==> src/rtl/hiram_pkg.sv <==
package hiram_pkg;

  typedef struct packed {
    logic rom;
    logic wrEn;
    logic bank2;
  } bankCfg_t;

  typedef struct packed {
    logic     loadCfg;
    bankCfg_t nextCfg;
    logic     latchAddr;
  } ctrlStrobe_t;

endpackage

==> src/rtl/hiram_ctrl.sv <==
module hiram_ctrl
  import hiram_pkg::*;
#(
  parameter int                ADDR_W   = 16,
  parameter logic [ADDR_W-1:0] WIN_BASE = 16'hC080
) (
  input  logic [ADDR_W-1:0] busAddr,
  input  logic              busRead,
  input  logic              busWrite,
  input  logic              accDone,
  input  logic [ADDR_W-1:0] lastAddr,
  output ctrlStrobe_t       strobe
);

  localparam int                OFS_W    = 4;
  localparam logic [ADDR_W-1:0] WIN_MASK = ~ADDR_W'((1 << OFS_W) - 1);

  logic             inWin;
  logic [OFS_W-1:0] ofs;
  logic             needsRepeat;
  logic             isRepeat;

  always_comb begin
    inWin       = (busAddr & WIN_MASK) == WIN_BASE;
    ofs         = busAddr[OFS_W-1:0];
    needsRepeat = ofs[0];
    isRepeat    = lastAddr == busAddr;

    strobe.loadCfg       = busRead && accDone && inWin && (!needsRepeat || isRepeat);
    strobe.nextCfg.rom   = ofs[0] ^ ofs[1];
    strobe.nextCfg.wrEn  = ofs[0];
    strobe.nextCfg.bank2 = ~ofs[3];
    strobe.latchAddr     = accDone && !(busWrite && inWin);
  end

endmodule

==> src/rtl/hiram_dp.sv <==
module hiram_dp
  import hiram_pkg::*;
#(
  parameter int                ADDR_W      = 16,
  parameter int                DATA_W      = 8,
  parameter logic [ADDR_W-1:0] HIGH_BASE   = 16'hD000,
  parameter logic [ADDR_W-1:0] BANKED_END  = 16'hE000,
  parameter logic [ADDR_W-1:0] STATUS_ADDR = 16'hC011,
  parameter logic [ADDR_W-1:0] RESET_LAST  = 16'h0000
) (
  input  logic              clk,
  input  logic              rstN,
  input  ctrlStrobe_t       strobe,
  input  logic [ADDR_W-1:0] busAddr,
  input  logic              busRead,
  input  logic              busWrite,
  output bankCfg_t          cfg,
  output logic [ADDR_W-1:0] lastAddr,
  output logic              romRdSel,
  output logic              ramRdSel,
  output logic              ramWrSel,
  output logic              ramBankHi,
  output logic [DATA_W-1:0] rdData
);

  logic inHigh;
  logic inBanked;

  always_ff @(posedge clk) begin
    if (!rstN) begin
      cfg      <= '0;
      lastAddr <= RESET_LAST;
    end else begin
      if (strobe.loadCfg)   cfg      <= strobe.nextCfg;
      if (strobe.latchAddr) lastAddr <= busAddr;
    end
  end

  always_comb begin
    inHigh    = busAddr >= HIGH_BASE;
    inBanked  = inHigh && (busAddr < BANKED_END);
    romRdSel  = busRead && inHigh && cfg.rom;
    ramRdSel  = busRead && inHigh && !cfg.rom;
    ramWrSel  = busWrite && inHigh && cfg.wrEn;
    ramBankHi = inBanked && cfg.bank2;
    rdData    = '0;
    if (busRead && busAddr == STATUS_ADDR) rdData[DATA_W-1] = cfg.bank2;
  end

  p_addr_latch_r5: assert property (@(posedge clk) disable iff (!rstN)
    strobe.latchAddr |=> lastAddr == $past(busAddr));

  p_cfg_hold_r4: assert property (@(posedge clk) disable iff (!rstN)
    !strobe.loadCfg |=> $stable(cfg));

  p_rd_route_r8: assert property (@(posedge clk) disable iff (!rstN)
    !(romRdSel && ramRdSel));

endmodule

==> src/rtl/hiram_bank_ctrl.sv <==
module hiram_bank_ctrl
  import hiram_pkg::*;
#(
  parameter int                ADDR_W      = 16,
  parameter int                DATA_W      = 8,
  parameter logic [ADDR_W-1:0] WIN_BASE    = 16'hC080,
  parameter logic [ADDR_W-1:0] HIGH_BASE   = 16'hD000,
  parameter logic [ADDR_W-1:0] BANKED_END  = 16'hE000,
  parameter logic [ADDR_W-1:0] STATUS_ADDR = 16'hC011,
  parameter logic [ADDR_W-1:0] RESET_LAST  = 16'h0000
) (
  input  logic              clk,
  input  logic              rstN,
  input  logic [ADDR_W-1:0] busAddr,
  input  logic              busRead,
  input  logic              busWrite,
  input  logic              accDone,
  output logic              cfgRom,
  output logic              cfgWrEn,
  output logic              cfgBank2,
  output logic              romRdSel,
  output logic              ramRdSel,
  output logic              ramWrSel,
  output logic              ramBankHi,
  output logic [DATA_W-1:0] rdData
);

  ctrlStrobe_t       strobe;
  bankCfg_t          cfg;
  logic [ADDR_W-1:0] lastAddr;

  hiram_ctrl #(
    .ADDR_W  (ADDR_W),
    .WIN_BASE(WIN_BASE)
  ) uCtrl (
    .busAddr (busAddr),
    .busRead (busRead),
    .busWrite(busWrite),
    .accDone (accDone),
    .lastAddr(lastAddr),
    .strobe  (strobe)
  );

  hiram_dp #(
    .ADDR_W     (ADDR_W),
    .DATA_W     (DATA_W),
    .HIGH_BASE  (HIGH_BASE),
    .BANKED_END (BANKED_END),
    .STATUS_ADDR(STATUS_ADDR),
    .RESET_LAST (RESET_LAST)
  ) uDp (
    .clk      (clk),
    .rstN     (rstN),
    .strobe   (strobe),
    .busAddr  (busAddr),
    .busRead  (busRead),
    .busWrite (busWrite),
    .cfg      (cfg),
    .lastAddr (lastAddr),
    .romRdSel (romRdSel),
    .ramRdSel (ramRdSel),
    .ramWrSel (ramWrSel),
    .ramBankHi(ramBankHi),
    .rdData   (rdData)
  );

  assign cfgRom   = cfg.rom;
  assign cfgWrEn  = cfg.wrEn;
  assign cfgBank2 = cfg.bank2;

  logic chkInWin;
  assign chkInWin = (busAddr[ADDR_W-1:4] == WIN_BASE[ADDR_W-1:4]);

  p_even_load_r2: assert property (@(posedge clk) disable iff (!rstN)
    (busRead && accDone && chkInWin && !busAddr[0]) |=>
      (cfgRom == $past(busAddr[1]) && !cfgWrEn && cfgBank2 == !$past(busAddr[3])));

  p_single_odd_r4: assert property (@(posedge clk) disable iff (!rstN)
    (busRead && accDone && chkInWin && busAddr[0] && lastAddr != busAddr) |=>
      $stable({cfgRom, cfgWrEn, cfgBank2}));

  p_win_write_r6: assert property (@(posedge clk) disable iff (!rstN)
    (busWrite && accDone && chkInWin) |=>
      ($stable({cfgRom, cfgWrEn, cfgBank2}) && $stable(lastAddr)));

  p_wr_gate_r9: assert property (@(posedge clk) disable iff (!rstN)
    ramWrSel |-> cfgWrEn);

endmodule

==> config.mk <==
export PLATFORM = sky130hd
export DESIGN_NAME = hiram_bank_ctrl
export DESIGN_NICKNAME = d
export VERILOG_FILES = /design/src/rtl/hiram_pkg.sv /design/src/rtl/hiram_ctrl.sv /design/src/rtl/hiram_dp.sv /design/src/rtl/hiram_bank_ctrl.sv
export SDC_FILE = /design/constraint.sdc
export NUM_CORES = 1
export LEC_CHECK = 0
export BUFFER_PORTS_ARGS = -buffer_cell sky130_fd_sc_hd__buf_4
export CORE_MARGIN = 3
export CORE_UTILIZATION = 49
export DETAILED_ROUTE_END_ITERATION = 12
export MAX_ROUTING_LAYER = met4
export PLACE_DENSITY = 0.87
export SETUP_SLACK_MARGIN = 0.3
export SYNTH_ARGS = -nofsm -noshare
export SYNTH_HDL_FRONTEND = slang
export SYNTH_HIERARCHICAL = 1
export SYNTH_SLANG_ARGS = --single-unit
==> constraint.sdc <==
create_clock -name clk -period 2.1 [get_ports clk]
set_input_delay 0.105 -clock clk [delete_from_list [all_inputs] [get_ports clk]]
set_output_delay 0.105 -clock clk [all_outputs]
set_load 0.005 [all_outputs]
==> qor.txt <==
Final Setup Violations: 0
Clock slew seen by the registers of the worst setup and hold paths: 0.11 ns
Die Span X: 53.8 µm
Final ANT Viol Nets: 0
Setup slack on the worst flop-to-flop path: 0.50 ns
Kind of path behind the tightest hold check: in -> reg
Maximum number of pins on one net before global-route repair: 20
Cells on worst reg2reg path: 6
First-iteration detailed-routing DRC count: 11
Final-layout fill cell count: 179
Port Buffer Count: 28
Row count: 16
Maximum clock skew at final layout: 0.00629 ns
Crit start category: flop
Number of global-route vias before repair: 838
Vertical die dimension: 53.8 µm
Estimated wirelength of the detail-placed design: 1870 µm
Wire length of the first global-routing pass: 3890 µm
Initial antenna violation count: 0
Ratio of cells with drive above 1 in the final layout: 27.3%
DP Area: 1320 µm²
Yosys Warn Count: 6
Critical path required time: 2.30 ns
Number of standard cells in the layout, taps in and fillers out: 166
Clock root buffer master: sky130_fd_sc_hd__clkbuf_4
Accumulated negative setup slack: 0 ns
All-Layer GR Usage: 19.7%
P_leak: 0.623 nW
Post-route DRC: 0
Via count of the routed design: 886
Gate Count Post-Synth: 111
Highest clock frequency the design can meet: 0.625 GHz
Maximum capacitance violations: 0
Result of the run: completed
Number of levels the H-tree was split into: 1
Total Die Area: 2890 µm²
Worst setup endpoint: uDp/cfg[1]
Hold-fix buffers at CTS: 0
Endpoint type of the worst setup path: flop
Min Tclk post-route: 1.60 ns
Reg2Reg Capture Point: uDp/cfg[1]
Final count of pins violating max slew: 0
Final clock period utilization by the worst path: 76.2%
IR drop worst, VDD: 397 µV
Unrepaired setup endpoints after global routing: false
Worst setup path startpoint: uDp/lastAddr[15]
Later-pin clock latency in the skew report: 0.30 ns
Clock sink count: 19
Async set-reset flop share out of synthesis: 0%
Number of library cell types mapped by synthesis: 26
Layout-stage area growth over the synthesis result: 20.7%
Drt wl/cell: 14.6 µm
Worst hold slack: 0.0893 ns
Post-layout power: 0.000723 W
Core area: 2060 µm²
Flops & latches, synth: 19
Net count, final: 161
Pre-Repair DR Iteration Count: 4
Post-Place Cells: 162
Arrival time at the worst endpoint: 1.80 ns
Number of flops mapped to enable cells by yosys: 0
Pwr/cell area: 536 nW/µm²
Routed via count divided by cell count: 5.34
Syn Area/Cell: 10.1 µm²
Largest buffer count on any clock path: 2
CTS tree: built
Number of buffers created by CTS: 3
Final Hold Violating Endpoints: 0
Initial core utilization: 54.2%
Grt total ovfl: 0
Post-synthesis instance area: 1120 µm²
Leading register cell type out of synthesis: sky130_fd_sc_hd__dfxtp_1
Crit path kind: reg -> reg
Diodes inserted: 0
Post-route design area: 1350 µm²
Peak fanout along the critical path: 3
Worst flop-to-flop path startpoint: uDp/lastAddr[15]
Final WL: 2420 µm
Sequential element share of the synthesized area: 34.0%
RD Place Congestion: 0.844
I/O pin total: 36
## placed cells by master, fill, tap and decap left out, drive strengths merged
| master | netlist | routed |
|---|---|---|
| xor2 | 17 | 17 |
| mux2i | 19 | 19 |
| nand2 | 1 | 1 |
| nor4bb | 2 | 2 |
| nor2 | 1 | 1 |
| nor2b | 19 | 19 |
| clkbuf | 1 | 4 |
| and4b | 1 | 1 |
| nand3 | 2 | 2 |
| or4 | 1 | 1 |
| nor4 | 6 | 6 |
| conb | 1 | 7 |
| and2 | 1 | 1 |
| inv | 1 | 1 |
| a21oi | 1 | 1 |
| dfxtp | 19 | 19 |
| nor4b | 2 | 2 |
| o211a | 1 | 1 |
| a21boi | 1 | 1 |
| buf | 10 | 29 |
| and3 | 3 | 3 |
| nand4 | 1 | 1 |
## area by class of cell
class	count	area (µm²)	area share, %
sequential	19	380	28.2
clock buffer	4	26.3	1.95
multi-input combinational	86	687	50.9
timing repair buffer	29	218	16.1
tap	27	33.8	2.50
inverter	1	3.75	0.278
## where the power goes
group / switching (W) / internal [W]
logic: 0.0000713 / 0.0000729
clock network: 0.000114 / 0.0000741
registers: 0.0000116 / 0.000379
total: 0.000197 / 0.000526
## state kept, by name, indices dropped and copies added (netlist names)
| name | cells |
|---|---|
| uDp/cfg | 3 |
| uDp/lastAddr | 16 |
## through the flow
stage	utilization (%)	worst slack [ns]
floorplan	-	0.607
global placement	64.0	0.480
detailed placement	64.0	0.436
CTS	65.2	0.417
global route	65.4	0.357
finish	65.4	0.499
## how the worst min path moves through the flow
stage | endpoint | from | depth (start not counted)
6_report | uDp/lastAddr[7] | busAddr[7] | 3
3_5_place_dp | uDp/lastAddr[7] | busAddr[7] | 3
3_3_place_gp | uDp/lastAddr[2] | busAddr[2] | 3
2_1_floorplan | uDp/cfg[0] | rstN | 1
5_1_grt | uDp/lastAddr[8] | busAddr[8] | 3
4_1_cts | uDp/lastAddr[7] | busAddr[7] | 3
## worst max-delay path, cell delays in order (launching register included)
cell and delay [ns]:
sky130_fd_sc_hd__dfxtp_1 0.34, sky130_fd_sc_hd__xor2_1 0.17, sky130_fd_sc_hd__nor4_4 0.30, sky130_fd_sc_hd__nand4_1 0.16, sky130_fd_sc_hd__a21oi_2 0.27, sky130_fd_sc_hd__mux2i_1 0.21
sky130_fd_sc_hd__nor2b_1 0.06
## Yosys cell counts, types with 2 or more instances
cell	n	share of area (%)
sky130_fd_sc_hd__mux2i_1	19	17
sky130_fd_sc_hd__buf_4	9	6.0
sky130_fd_sc_hd__nand3_1	2	0.90
sky130_fd_sc_hd__xor2_1	17	13
sky130_fd_sc_hd__nor4bb_1	2	1.8
sky130_fd_sc_hd__dfxtp_1	19	34
sky130_fd_sc_hd__and3_1	3	1.7
sky130_fd_sc_hd__nor2b_1	19	11
sky130_fd_sc_hd__nor4_1	4	2.2
## cells by family (layout without fill, tap and decap cells)
family,after synthesis,in the layout,share of synthesized area (%)
AND/OR/NAND/NOR,40,40,26.1
multiplexers,19,19,17.0
flip-flops,19,19,34.0
XOR/XNOR,17,17,13.3
buffers and inverters,12,34,7.17
AO/OA/AOI/OAI,3,3,2.02
other,1,7,0.336
## per-layer routing
layer	share of wire (%)	routed length, µm	GRT usage, %	vias up
met5	0	0	-	-
met4	1.5	36	10.2	0
met3	7.1	171	2.49	6
met2	51	1240	33.1	40
met1	40	972	22.7	416
li1	-	-	-	424
## repair_timing
item / CTS / global route
setup buffers: 0 / 0
resized for setup: 0 / 1
endpoints found under the setup margin: 0 / 3
No activity file was read; power rests on OpenSTA's default activity.
